### src/rtl/sfifo_pkg.sv
package sfifo_pkg;

  // Next slot index, wrapping by compare so any depth works.
  function automatic int unsigned wrap_inc(input int unsigned p, input int unsigned depth);
    return (p == depth - 1) ? 0 : p + 1;
  endfunction

  // Previous slot index, i.e. where the newest word sits relative to the write pointer.
  function automatic int unsigned wrap_dec(input int unsigned p, input int unsigned depth);
    return (p == 0) ? depth - 1 : p - 1;
  endfunction

  // Occupancy after one edge.
  function automatic int unsigned level_step(input int unsigned lvl, input logic push,
                                             input logic pop);
    return lvl + (push ? 1 : 0) - (pop ? 1 : 0);
  endfunction

endpackage

### src/rtl/sfifo_ptr.sv
module sfifo_ptr #(
  parameter int unsigned DEPTH = 5,
  localparam int unsigned AW = (DEPTH > 1) ? $clog2(DEPTH) : 1
) (
  input  logic          clk_i,
  input  logic          rst_ni,
  input  logic          adv_i,
  output logic [AW-1:0] ptr_o,
  output logic [AW-1:0] prev_o
);
  import sfifo_pkg::*;

  logic [AW-1:0] ptr_q;

  always_ff @(posedge clk_i or negedge rst_ni) begin
    if (!rst_ni)    ptr_q <= '0;
    else if (adv_i) ptr_q <= AW'(wrap_inc(32'(ptr_q), DEPTH));
  end

  assign ptr_o  = ptr_q;
  assign prev_o = AW'(wrap_dec(32'(ptr_q), DEPTH));

  // the pointer never leaves the slot range
  p_ptr_in_range_r9: assert property (@(posedge clk_i) disable iff (!rst_ni)
    32'(ptr_q) < DEPTH);
endmodule

### src/rtl/sfifo_store.sv
module sfifo_store #(
  parameter int unsigned WIDTH = 8,
  parameter int unsigned DEPTH = 5,
  localparam int unsigned AW = (DEPTH > 1) ? $clog2(DEPTH) : 1
) (
  input  logic             clk_i,
  input  logic             we_i,
  input  logic [AW-1:0]    waddr_i,
  input  logic [WIDTH-1:0] wdata_i,
  input  logic [AW-1:0]    raddr_i,
  output logic [WIDTH-1:0] rdata_o
);
  logic [WIDTH-1:0] mem_q [DEPTH];

  always_ff @(posedge clk_i) begin
    if (we_i) mem_q[waddr_i] <= wdata_i;
  end

  assign rdata_o = mem_q[raddr_i];
endmodule

### src/rtl/sfifo_level.sv
module sfifo_level #(
  parameter int unsigned DEPTH = 5,
  localparam int unsigned LW = $clog2(DEPTH + 1)
) (
  input  logic          clk_i,
  input  logic          rst_ni,
  input  logic          push_i,
  input  logic          pop_i,
  output logic [LW-1:0] level_o,
  output logic          readable_o,
  output logic          writable_o
);
  import sfifo_pkg::*;

  logic [LW-1:0] level_q;

  always_ff @(posedge clk_i or negedge rst_ni) begin
    if (!rst_ni) level_q <= '0;
    else         level_q <= LW'(level_step(32'(level_q), push_i, pop_i));
  end

  assign level_o    = level_q;
  assign readable_o = (level_q != '0);
  assign writable_o = (32'(level_q) != DEPTH);

  // state right after reset release
  p_reset_state_r1: assert property (@(posedge clk_i) disable iff (!rst_ni)
    $rose(rst_ni) |-> (level_q == '0));
  // occupancy never leaves 0..DEPTH
  p_no_overflow_r3: assert property (@(posedge clk_i) disable iff (!rst_ni)
    32'(level_q) <= DEPTH);
  p_no_underflow_r8: assert property (@(posedge clk_i) disable iff (!rst_ni)
    (level_q == '0) |=> !(pop_i && !push_i && level_q == '1));
endmodule

### src/rtl/sfifo_replace.sv
module sfifo_replace #(
  parameter int unsigned WIDTH = 8,
  parameter int unsigned DEPTH = 5,
  parameter bit          FWFT  = 1'b1,
  localparam int unsigned AW = (DEPTH > 1) ? $clog2(DEPTH) : 1,
  localparam int unsigned LW = $clog2(DEPTH + 1)
) (
  input  logic             clk_i,
  input  logic             rst_ni,
  input  logic             wr_en_i,
  input  logic             rep_i,
  input  logic [WIDTH-1:0] wr_data_i,
  input  logic             rd_en_i,
  output logic [WIDTH-1:0] rd_data_o,
  output logic             readable_o,
  output logic             writable_o,
  output logic [LW-1:0]    level_o
);
  // Named internal events
  logic             ev_push;     // append a new word
  logic             ev_over;     // overwrite newest word
  logic             ev_wr_acc;   // any accepted write
  logic             ev_pop;      // accepted read
  logic             readable, writable;
  logic [AW-1:0]    wr_ptr, wr_prev, rd_ptr, rd_prev_unused;
  logic [WIDTH-1:0] head;
  logic [LW-1:0]    level;

  assign ev_push   = wr_en_i && !rep_i && writable;
  assign ev_over   = wr_en_i &&  rep_i && readable;
  assign ev_wr_acc = ev_push || ev_over;
  assign ev_pop    = rd_en_i && readable;

  sfifo_ptr #(.DEPTH(DEPTH)) u_wr_ptr (
    .clk_i(clk_i), .rst_ni(rst_ni), .adv_i(ev_push),
    .ptr_o(wr_ptr), .prev_o(wr_prev)
  );

  sfifo_ptr #(.DEPTH(DEPTH)) u_rd_ptr (
    .clk_i(clk_i), .rst_ni(rst_ni), .adv_i(ev_pop),
    .ptr_o(rd_ptr), .prev_o(rd_prev_unused)
  );

  sfifo_store #(.WIDTH(WIDTH), .DEPTH(DEPTH)) u_store (
    .clk_i(clk_i), .we_i(ev_wr_acc),
    .waddr_i(ev_over ? wr_prev : wr_ptr), .wdata_i(wr_data_i),
    .raddr_i(rd_ptr), .rdata_o(head)
  );

  sfifo_level #(.DEPTH(DEPTH)) u_level (
    .clk_i(clk_i), .rst_ni(rst_ni), .push_i(ev_push), .pop_i(ev_pop),
    .level_o(level), .readable_o(readable), .writable_o(writable)
  );

  // One cycle after reset release, so $past never looks into reset
  logic past_ok_q;
  always_ff @(posedge clk_i or negedge rst_ni) begin
    if (!rst_ni) past_ok_q <= 1'b0;
    else         past_ok_q <= 1'b1;
  end

  generate
    if (FWFT) begin : g_fwft
      assign rd_data_o = head;

      // output holds without a read, except level 1 after an accepted write
      p_hold_fwft_r4: assert property (@(posedge clk_i) disable iff (!rst_ni)
        (past_ok_q && !$past(rd_en_i) && !(level == LW'(1) && $past(ev_wr_acc)))
          |-> $stable(rd_data_o));
      p_show_new_r4: assert property (@(posedge clk_i) disable iff (!rst_ni)
        (past_ok_q && !$past(rd_en_i) && level == LW'(1) && $past(ev_wr_acc))
          |-> (rd_data_o == $past(wr_data_i)));
    end else begin : g_reg
      logic [WIDTH-1:0] dout_q;
      always_ff @(posedge clk_i or negedge rst_ni) begin
        if (!rst_ni)     dout_q <= '0;
        else if (ev_pop) dout_q <= head;
      end
      assign rd_data_o = dout_q;

      // output only moves on an accepted read
      p_hold_reg_r5: assert property (@(posedge clk_i) disable iff (!rst_ni)
        (past_ok_q && !$past(ev_pop)) |-> $stable(rd_data_o));
    end
  endgenerate

  assign readable_o = readable;
  assign writable_o = writable;
  assign level_o    = level;

  // level follows accepted pushes and pops
  p_level_step_r2: assert property (@(posedge clk_i) disable iff (!rst_ni)
    past_ok_q |-> (32'(level) == 32'($past(level)) + 32'($past(ev_push))
                                  - 32'($past(ev_pop))));
  // flags track the level
  p_flags_r3: assert property (@(posedge clk_i) disable iff (!rst_ni)
    (readable_o == (level_o != '0)) && (writable_o == (32'(level_o) < DEPTH)));
  // a replace never changes the level by itself
  p_replace_keeps_level_r6: assert property (@(posedge clk_i) disable iff (!rst_ni)
    (wr_en_i && rep_i && !rd_en_i) |=> $stable(level_o));
endmodule

### config.mk
export PLATFORM = sky130hd
export DESIGN_NAME = sfifo_replace
export DESIGN_NICKNAME = d
export VERILOG_FILES = /design/src/rtl/sfifo_pkg.sv /design/src/rtl/sfifo_ptr.sv /design/src/rtl/sfifo_store.sv /design/src/rtl/sfifo_level.sv /design/src/rtl/sfifo_replace.sv
export SDC_FILE = /design/constraint.sdc
export NUM_CORES = 1
export LEC_CHECK = 0
export BUFFER_PORTS_ARGS = -buffer_cell sky130_fd_sc_hd__buf_2
export CORE_ASPECT_RATIO = 1.4
export CORE_UTILIZATION = 50
export CTS_CLUSTER_DIAMETER = 50
export DETAILED_ROUTE_END_ITERATION = 10
export PLACE_DENSITY = 0.71
export SETUP_SLACK_MARGIN = 0.5
export SYNTH_ARGS = -nofsm -noshare
export SYNTH_HDL_FRONTEND = slang
export SYNTH_SLANG_ARGS = --single-unit
export TNS_END_PERCENT = 5
### constraint.sdc
create_clock -name clk_i -period 2.42 [get_ports clk_i]
set_clock_uncertainty 0.2 [all_clocks]
set_input_delay 0.484 -clock clk_i [delete_from_list [all_inputs] [get_ports clk_i]]
set_output_delay 0.484 -clock clk_i [all_outputs]
set_load 0.005 [all_outputs]
Word-level counts from Yosys, hierarchy flattened
Memory sizes are Yosys's and may differ from the RTL's.
Cells that the tools add are included.

word-level totals
  memories = 1
  output and inout port bits = 13
  word-level logic and storage cells = 29
  register bits after elaboration = 9
  RAM bits = 40

memories
  memory         words  width  rd ports  clocked after memory_dff  wr ports  RTL line           text
  u_store.mem_q  5      8      1         0                         1         sfifo_store.sv:13  logic [WIDTH-1:0] mem_q [DEPTH];

operators by class
  eq/ne operators = 3
  reduce and logical (&&, ||, !) cells = 9
  add/subtract/negate cells = 5
  muxes and demuxes = 8

operators with widths
  operator                                          number
  2-to-1 mux 3 bit                                  4
  adder 3 x 1 -> 3 bit, second input constant       2
  equality test 3 bit, second input constant        2
  logical AND 1 bit                                 5
  2-to-1 mux 1 bit                                  4
  adder 3 bit                                       1
  zero test 3 bit                                   1
  inequality test 3 bit, second input constant      1
  nonzero test 3 bit                                1
  subtractor 3 x 1 -> 3 bit, second input constant  1
  subtractor 3 bit                                  1
  zero test 1 bit                                   1
  logical OR 1 bit                                  1

Logic depth before layout (Yosys ltp)
Gate-level depths: netlist of run 1.

  depth in word-level cells = 6
  mapped depth = 10

Cells and area by module
From an unflattened synthesis of run 1, not the netlist that was laid out.

unflattened totals
  cell total of the unflattened synthesis = 159
  area total of the unflattened synthesis = 2264.7 um^2

by module, submodules not included
  module         cells each  instances  seq. area each (um^2)  area an instance (um^2)
  sfifo_store    94          1          1201.2                 1610.3
  sfifo_ptr      22          2          75.1                   202.7
  sfifo_level    13          1          75.1                   172.7
  sfifo_replace  8           1          0.0                    76.3

Worst setup path before layout of run 1
OpenSTA, ideal clock, no wires.

  kind = register to register
  from = reg u_level.level_q[1], in the netlist u_level.level_o[1]
  to = reg u_level.level_q[2], in the netlist u_level.level_o[2]
  library setup time = 0.131 ns
  cell stages (with the launch flop) = 11
  clock period less this slack = 2.463 ns
  buffers on the path = 0
  path slack = -0.043 ns
  data required time = 2.089 ns
  data arrival time = 2.132 ns
  cells stage by stage = dfrtp_1 or3_4 nand2_1 inv_1 ha_1 inv_1 ha_1 inv_1 fa_1 xnor2_1 xnor2_1

on the way
  elaborated cells on any way between the ends = 8
  those cells by class = add/sub: 2; eq/ne: 1; mux: 2; reduce/logical: 3

RTL lines
  item                    RTL line             text
  from (decl)             sfifo_level.sv:15    logic [LW-1:0] level_q;
  from (signal assigned)  sfifo_level.sv:19    else level_q <= LW'(level_step(32'(level_q), push_i, pop_i));
  nonzero test 3 bit      sfifo_level.sv:23    assign readable_o = (level_q != '0);
  named net readable_o    sfifo_replace.sv:15  output logic readable_o,
  logical AND 1 bit       sfifo_replace.sv:32  assign ev_pop = rd_en_i && readable;
  named net ev_pop        sfifo_replace.sv:23  logic ev_pop;
  2-to-1 mux 1 bit        sfifo_pkg.sv:16      return lvl + (push ? 1 : 0) - (pop ? 1 : 0);
  subtractor 3 bit        sfifo_pkg.sv:16

The timed path passes the listed nets, and every way through them passes these cells.
A chain may end at the register's enable or synchronous reset.

Worst setup path in the final report of run 1
  from = reg u_rd_ptr.ptr_q[0], in the netlist u_rd_ptr.ptr_o[0]
  to = out rd_data_o[3]

on the way
  longest elaborated chain between the ends = 1

ends and longest elaborated chain
  item                     RTL line             text
  from (decl)              sfifo_ptr.sv:13      logic [AW-1:0] ptr_q;
  from (signal assigned)   sfifo_ptr.sv:17      else if (adv_i) ptr_q <= AW'(wrap_inc(32'(ptr_q), DEPTH));
  memory read (5 x 8 bit)  n/a
  to (decl)                sfifo_replace.sv:14  output logic [WIDTH-1:0] rd_data_o,

Every way passes these cells.

==> results.md, run 1 <==
Drt:
- The sum of routed wire length over all layers is between 4000 and 5000 um.
- The number of nets with antenna violations after detailed routing is 0.
- The pre-antenna-repair detailed-routing pass consisted of 7 iterations.
- After detailed routing, the average wire length per cell comes to 18.73 um.
- The via count normalized by instance count is 5.780.
- The DRC violation count after routing is 1.
- The routed via count is 1289.
- For this block, the initial DRC count from the detailed router was 19.

Finish:
- The synthesis-to-layout area growth is 28.24%.
- At the end of the flow, the number of nets in the layout was 198.
- The storage element area is 1433 um^2.
- Of the cells placed in the final design, the portion with a size suffix greater than 1 is 53.37%.
- The number of fillers in the final layout is 290.
- The final standard cell utilization of the core is 66.22%.
- Leaving out fill and tap cells, the most frequent cell in the layout is sky130_fd_sc_hd__edfxtp_1.
- The combined area of the multi-input logic cells is ~830 um^2.
- The antenna diode instance count is 0.
- Leaving out fill and tap cells, the most frequent cells in the layout are sky130_fd_sc_hd__edfxtp_1 (40), sky130_fd_sc_hd__buf_2 (23), sky130_fd_sc_hd__buf_6 (11).

Timing:
- The final critical-path setup slack is -0.01412 ns.
- Setup repair after global routing could not meet its margin everywhere.
- The actual slew at the worst max-slew pin is 0.6769 ns.
- The fmax is 0.4108 GHz.
- Setup violations remaining at the end of the flow were counted as 5.
- The worst path uses 100.6% of the clock period.
- The routed design could run at a clock period as short as roughly 2.4 ns.
- The final setup TNS is -0.03709 ns.
- The number of hold violations in the final report is 0.
- The relative max-transition margin is between 50% and 60%.
- The final-report max-slew violation count is 0.

Global route:
- The initial antenna violation count is 0.
- The first-pass GRT wire length is ~6500 um.
- Entering global routing, the biggest net connects 16 pins.
- Global routing used 19.52% of the available tracks.
- The global-route congestion overflow total is 0.
- The via count of the first global-routing pass is 1407.

Status:
- The run finished, with violations left.
- The final reports fail on DRC, setup timing.

Pwr:
- The part of the total power dissipated in the clock network is between 10% and 20%.
- The peak ir drop on the vdd network is 0.0007889 V.
- The ratio of total power to cell area is 1233 nW/um^2.
- The power share of the combinational group is between 40% and 50%.
- Net switching is 33.34% of the power.
- In this run the static leakage power is 0.0009898 uW.
- The internal power summed over all cells is between 2000 and 2500 uW.
- The power spent charging and discharging nets is around 1100 uW.
- Overall power consumption after layout is estimated at 3434 uW.
- Per report_power, the sequential group accounts for around 38% of the total.

Die:
- The placeable core region is 4204 um^2.
- The total die area is 4613 um^2.
- The floorplan die height is 79.97 um.
- The top-level port count is 26.
- The initial utilization of the core area, before any placement, comes to approximately half.
- Row generation in the floorplan step produced 28 rows.
- The overall die width is 57.69 um.

Setup path:
- The worst setup path is of the register to output pin kind.
- The critical path arrival is ~1.8 ns.
- The combined buffer and inverter count along the critical path is 2.
- STA classifies the critical path startpoint as a register.
- For this design, the slowest cell found on the critical path is sky130_fd_sc_hd__mux4_2.
- The critical path goes through buf_6 > mux4_2 > mux2_4 > buf_6.
- The family of cells with the greatest summed delay on the critical path is multiplexers.
- STA classifies the critical path endpoint as an output pin.
- In this design, the stage delay of the slowest critical-path cell is 0.49 ns.
- Of all nets on the critical path, the largest fanout is 4.
- The cell with the most instances on the worst path is sky130_fd_sc_hd__buf_6.
- STA puts the critical path data required time at roughly 1.7 ns.

Clocking:
- The maximum level of the CTS H-tree is 2.
- After clock tree synthesis, the clock-pin slew on the worst setup and hold paths is 0.09 ns.
- Clock tree synthesis found a total of between 40 and 50 sinks.
- The clock latency at the later pin of the worst-skew pair is between 0.2 and 0.3 ns.
- The clock buffer count from CTS is 5.
- CTS placed an instance of sky130_fd_sc_hd__clkbuf_8 at the clock tree root.
- The worst-case clock buffer depth is 2.
- TritonCTS built the clock tree.

Yosys:
- For this run, asynchronously set or reset flops after synthesis account for 18.37%.
- During synthesis, Yosys emitted a total of 0 warnings.
- The count of flip-flops with a built-in enable after synthesis is 40.
- The average cell area after synthesis is 16.20 um^2.
- The primary flip-flop cell chosen by synthesis mapping is sky130_fd_sc_hd__edfxtp_1.
- The number of distinct library cells after synthesis is 30.
- Sequential elements use 65.71% of the synthesized area.
- The post-synthesis net count is 155.
- The register bit count reported by yosys is 49.
- The cell area that synthesis handed to floorplanning was 2171 um^2.
- The synthesized instance count is approximately 130.

Job:
- The max-cap violation count is 0.

Place:
- Routability-driven placement finished with a final weighted congestion of 0.7512.
- Once detailed placement completed, the half-perimeter wirelength came to 2833 um.
- The count of input and output buffers is 25.

Worst hold path:
- The tightest min-delay check is of the input pin to register type.
what timing repair did:
item | CTS | global route
endpoints found under the hold margin | 9 | 0
setup endpoints to repair | 51 | 52
hold buffers | 1 | 0
setup buffers | 3 | 0
resized for setup | 23 | 13
cloned | 0 | 0
pin swaps | 20 | 16
final timing paths:
| check | start | endpoint | slack (ns) | cells past startpoint |
|---|---|---|---|---|
| worst min register to register | u_level.level_o[1] | u_level.level_o[2] | 0.40 | 2 |
| worst max register to register | u_level.level_o[1] | u_level.level_o[2] | 0.11 | 10 |
| max in group asynchronous | rst_ni | u_wr_ptr.ptr_o[1] | 1.42 | 2 |
| worst min-delay path | wr_data_i[5] | u_store.mem_q[4][5] | 0.22 | 1 |
| min in group asynchronous | rst_ni | u_level.level_o[2] | 0.38 | 2 |
| worst max-delay path | u_rd_ptr.ptr_o[0] | rd_data_o[3] | -0.01 | 4 |
cell families after synthesis:
| family | after synthesis | share of synthesized area (%) |
|---|---|---|
| AO/OA/AOI/OAI | 23 | 8.012 |
| XOR/XNOR | 2 | 0.8071 |
| adder cells (fa/ha/maj) | 8 | 4.957 |
| buffers and inverters | 15 | 2.939 |
| flip-flops | 49 | 65.71 |
| multiplexers | 16 | 12.45 |
| AND/OR/NAND/NOR | 21 | 5.130 |
cells in the mapped netlist (2+ instances only):
| library cell | instances | area share [%] |
|---|---|---|
| sky130_fd_sc_hd__a21oi_1 | 4 | 0.92 |
| sky130_fd_sc_hd__edfxtp_1 | 40 | 55 |
| sky130_fd_sc_hd__a31oi_1 | 2 | 0.58 |
| sky130_fd_sc_hd__mux4_2 | 8 | 8.3 |
| sky130_fd_sc_hd__nand2_1 | 5 | 0.86 |
| sky130_fd_sc_hd__nor2_1 | 6 | 1.0 |
| sky130_fd_sc_hd__nand3_1 | 3 | 0.69 |
| sky130_fd_sc_hd__inv_1 | 11 | 1.9 |
| sky130_fd_sc_hd__ha_1 | 7 | 4.0 |
| sky130_fd_sc_hd__nand3b_1 | 2 | 0.69 |
| sky130_fd_sc_hd__dfrtp_1 | 9 | 10 |
| sky130_fd_sc_hd__xnor2_1 | 2 | 0.81 |
| sky130_fd_sc_hd__o21ai_0 | 8 | 1.8 |
| sky130_fd_sc_hd__o211ai_1 | 3 | 1.0 |
| sky130_fd_sc_hd__clkbuf_1 | 2 | 0.35 |
| sky130_fd_sc_hd__mux2_2 | 8 | 4.2 |
per-stage QoR:
stage,area [um^2],hold WS [ns],std cells,setup slack [ns]
CTS,2725,0.2112,223,-0.02425
global placement,2480,0.1503,211,0.1549
floorplan,2230,-0.01159,134,0.07502
global route,2784,0.2049,223,-0.06472
detailed placement,2480,0.1550,211,0.09462
finish,2784,0.2160,223,-0.01412
registers in the layout, indices dropped and copies added, names as in the netlist:
name and count:
u_level.level_o 3, u_rd_ptr.ptr_o 3, u_wr_ptr.ptr_o 3, u_store.mem_q 40
power groups by stage:
stage          logic [uW]  registers [uW]  clock network (uW)
5_1_grt              1660            1330                 637
4_1_cts              1460            1290                 611
2_1_floorplan         886            1240                   0
3_3_place_gp         1240            1280                   0
6_report             1530            1300                 599
3_5_place_dp         1290            1300                   0
final cells by class:
type,count,share of cell area [%]
clock buffers,6,2.966
clock inverters,2,1.348
inverters,12,1.888
multi-input cells,70,29.84
flip-flops and latches,49,51.46
well taps,45,2.022
repair buffers,39,10.47
routing by layer:
metal | vias to the layer above | GRT usage [%] | routed length [um]
met5 | - | 0 | 0
met4 | 0 | 6.905 | 55
met3 | 6 | 3.890 | 150
met2 | 31 | 37.56 | 2384
met1 | 651 | 20.55 | 1586
li1 | 601 | - | -
(Power assumes the default switching activity.)
==> run 2, diff against run 1 <==
- CELL_PAD_IN_SITES_DETAIL_PLACEMENT: default -> 1
- CELL_PAD_IN_SITES_GLOBAL_PLACEMENT: default -> 2
- CORE_UTILIZATION: 50 -> 37
- PLACE_DENSITY: 0.71 -> 0.72
==> results.md, run 2 (synthesis results as in run 1) <==
Die:
- The row count is 32 (+14%).
- The initial core utilization is 39.01% (-13 points).
- The placeable core region is 5565 um^2 (+32%).
- The overall die width is 66.74 um (+16%).
- The floorplan die height is 92.63 um (+16%).
- The top-level port count is 26 (unchanged).
- The total die area came to 6182 um^2 (+34%).

Clocking:
- The clock transition at the registers of the reported paths is 0.09 ns (about the same).
- The buffer count from post-CTS setup fixing was 0 (-3).
- The clock root buffer master is sky130_fd_sc_hd__clkbuf_8.
- The maximum level of the CTS H-tree is 2 (unchanged).
- The clock buffer count from CTS is 5 (unchanged).
- The clock tree from TritonCTS is done.
- The total number of clock tree sinks is 49 (unchanged).
- The worst-case clock buffer depth is 2 (unchanged).
- The clock latency at the later pin of the worst-skew pair is 0.30 ns (about the same).

Global route:
- The overall routing resource usage is 16.43% (-3.1 points).
- The first-pass GRT wire length is 7376 um (+14%).
- The global-route congestion overflow total is 0 (unchanged).
- The via count of the first global-routing pass was 1445 (+2.7%).
- The maximum number of pins on one net before global-route repair was 16 (unchanged).
- The initial antenna violation count is 0 (unchanged).

Finish:
- The antenna diode instance count is 0 (unchanged).
- Counting flops per register, the top entry is u_store.mem_q.
- The number of fillers in the final layout came to 554 (+91%).
- The final standard cell utilization of the core is 49.26% (-17 points).
- The top cell types in the final layout, fill and taps aside, are sky130_fd_sc_hd__edfxtp_1 (40), sky130_fd_sc_hd__buf_2 (23), sky130_fd_sc_hd__buf_6 (9).
- The proportion of layout cells with a drive suffix above 1 is 50.57% (-2.8 points).
- Leaving out fill and tap cells, the most frequent cell in the layout is sky130_fd_sc_hd__edfxtp_1.
- The layout net count is 194 (-2.0%).
- Compared with the post-synthesis result, the final layout area differs by 26.28%.
- The number of non-filler instances in the completed layout is 242 (+8.5%).
- The number of flip-flops in the largest register is 40 (unchanged).

Pwr:
- The ratio of total power to cell area is 1187 nW/um^2 (-3.8%).
- The peak ir drop on the vdd network came to 0.0004969 V (-37%).
- The leakage component of the power is 0.0009532 uW (-3.7%).

Timing:
- The number of endpoints failing setup at the final stage came to 0 (-5).
- The final clock period utilization by the worst path is 99.81% (-0.77 points).
- The final-report max-slew violation count is 0 (unchanged).
- The actual slew at the worst max-slew pin is 0.6181 ns (-0.05878 ns).
- The number of hold violations in the final report is 0 (unchanged).
- Setup repair after global routing could not meet its margin everywhere.
- The relative max-transition margin was 58.69% (+3.9 points).
- The fmax is 0.4140 GHz (+0.78%).
- The minimum clock period after layout is 2.415 ns (-0.01873 ns).
- The final critical-path setup slack came to 0.004603 ns (+0.01873 ns).

Setup path:
- The required time at the endpoint of the critical path is 1.74 ns (about the same).
- The worst setup path is of the register to output pin kind.
- The critical path arrival is 1.73 ns (-0.02 ns).
- The worst setup path is captured at an output pin.
- The maximum net fanout on the critical path is 10 (+6).
- The cell count of the worst reg-to-reg path is 10 (unchanged).
- STA classifies the critical path startpoint as a register.

Worst hold path:
- The path class of the lowest-slack min-delay path is input pin to register.
- The worst hold path depth is 1 (unchanged).

Drt:
- The DRC violation count after routing is 0 (-1).
- The routed via count is 1283 (-0.47%).
- The iteration count of the initial detailed-routing pass was 4 (-3).
- The number of DRC markers after the initial detailed-route iteration was 56 (+37).
- The routed length per instance is 18.51 um (-1.2%).
- The number of nets with antenna violations after detailed routing came to 0 (unchanged).
- The via count normalized by instance count is 5.302 (-8.3%).
- The sum of routed wire length over all layers is 4480 um (+7.3%).

Place:
- The half-perimeter wire length after placement was 3247 um (+15%).
- The post-place setup slack is 0.07416 ns (-0.02046 ns).
- The number of instances in the placed design is 233 (+10%).
- The count of input and output buffers was 25 (unchanged).
- The routability congestion estimate from global placement was 0.7618 (+1.4%).

Job:
- The max-cap violation count was 0 (unchanged).

Status:
- The flow ran to the end, and the final reports show no timing, DRC or antenna violations.
[run 2: area by class of cell]
class,count,area (um^2),area share [%]
well taps,68,85.08,3.104
flip-flops and latches,49,1431,52.21
clock inverters,2,15.01,0.5477
inverters,12,57.56,2.099
clock buffers,6,72.57,2.647
repair buffers,35,266.5,9.722
multi-input cells,70,813.3,29.67
[run 2: report_power, final]
| group | leakage, uW | switching, uW | internal, uW |
|---|---|---|---|
| combinational | 0.000446 | 696 | 783 |
| sequential | 0.000470 | 171 | 1130 |
| clock | 0.0000374 | 272 | 204 |
[run 2: final timing paths]
path                       slack [ns]               start             endpoint
max in group asynchronous        1.46              rst_ni    u_rd_ptr.ptr_o[1]
min                              0.21        wr_data_i[3]  u_store.mem_q[0][3]
max                             0.005   u_rd_ptr.ptr_o[0]         rd_data_o[5]
min reg2reg                      0.43  u_level.level_o[1]   u_level.level_o[2]
max reg2reg                      0.08  u_level.level_o[2]   u_level.level_o[2]
min in group asynchronous        0.36              rst_ni    u_wr_ptr.ptr_o[2]
[run 2: timing repair]
| item | CTS | global route |
|---|---|---|
| endpoints found under the hold margin | 9 | 0 |
| endpoints found under the setup margin | 51 | 52 |
| resized for setup | 22 | 12 |
| pin swaps | 20 | 14 |
| hold buffers | 1 | 0 |
[run 2: critical path, stage by stage, from the launching register on]
cell,delay (ns)
sky130_fd_sc_hd__dfrtp_1,0.38
sky130_fd_sc_hd__buf_12,0.16
sky130_fd_sc_hd__mux4_2,0.51
sky130_fd_sc_hd__mux2_4,0.27
sky130_fd_sc_hd__buf_2,0.13
[run 2: routing by layer]
layer  global-route usage, %  part of all wire, %
met1                   19.66                   40
met2                   28.70                   54
met3                   2.956                  3.7
met4                   6.028                  2.1
met5                       0                    0
[run 2: stage by stage]
stage	hold slack [ns]	power, uW	instance area (um^2)	TNS [ns]
6_report	0.2109	3253	2741	0
4_1_cts	0.2068	3220	2694	-0.03381
5_1_grt	0.2107	3472	2741	-0.3518
2_1_floorplan	-0.01159	2129	2230	0
3_3_place_gp	0.1479	2554	2514	0
3_5_place_dp	0.1590	2630	2514	0
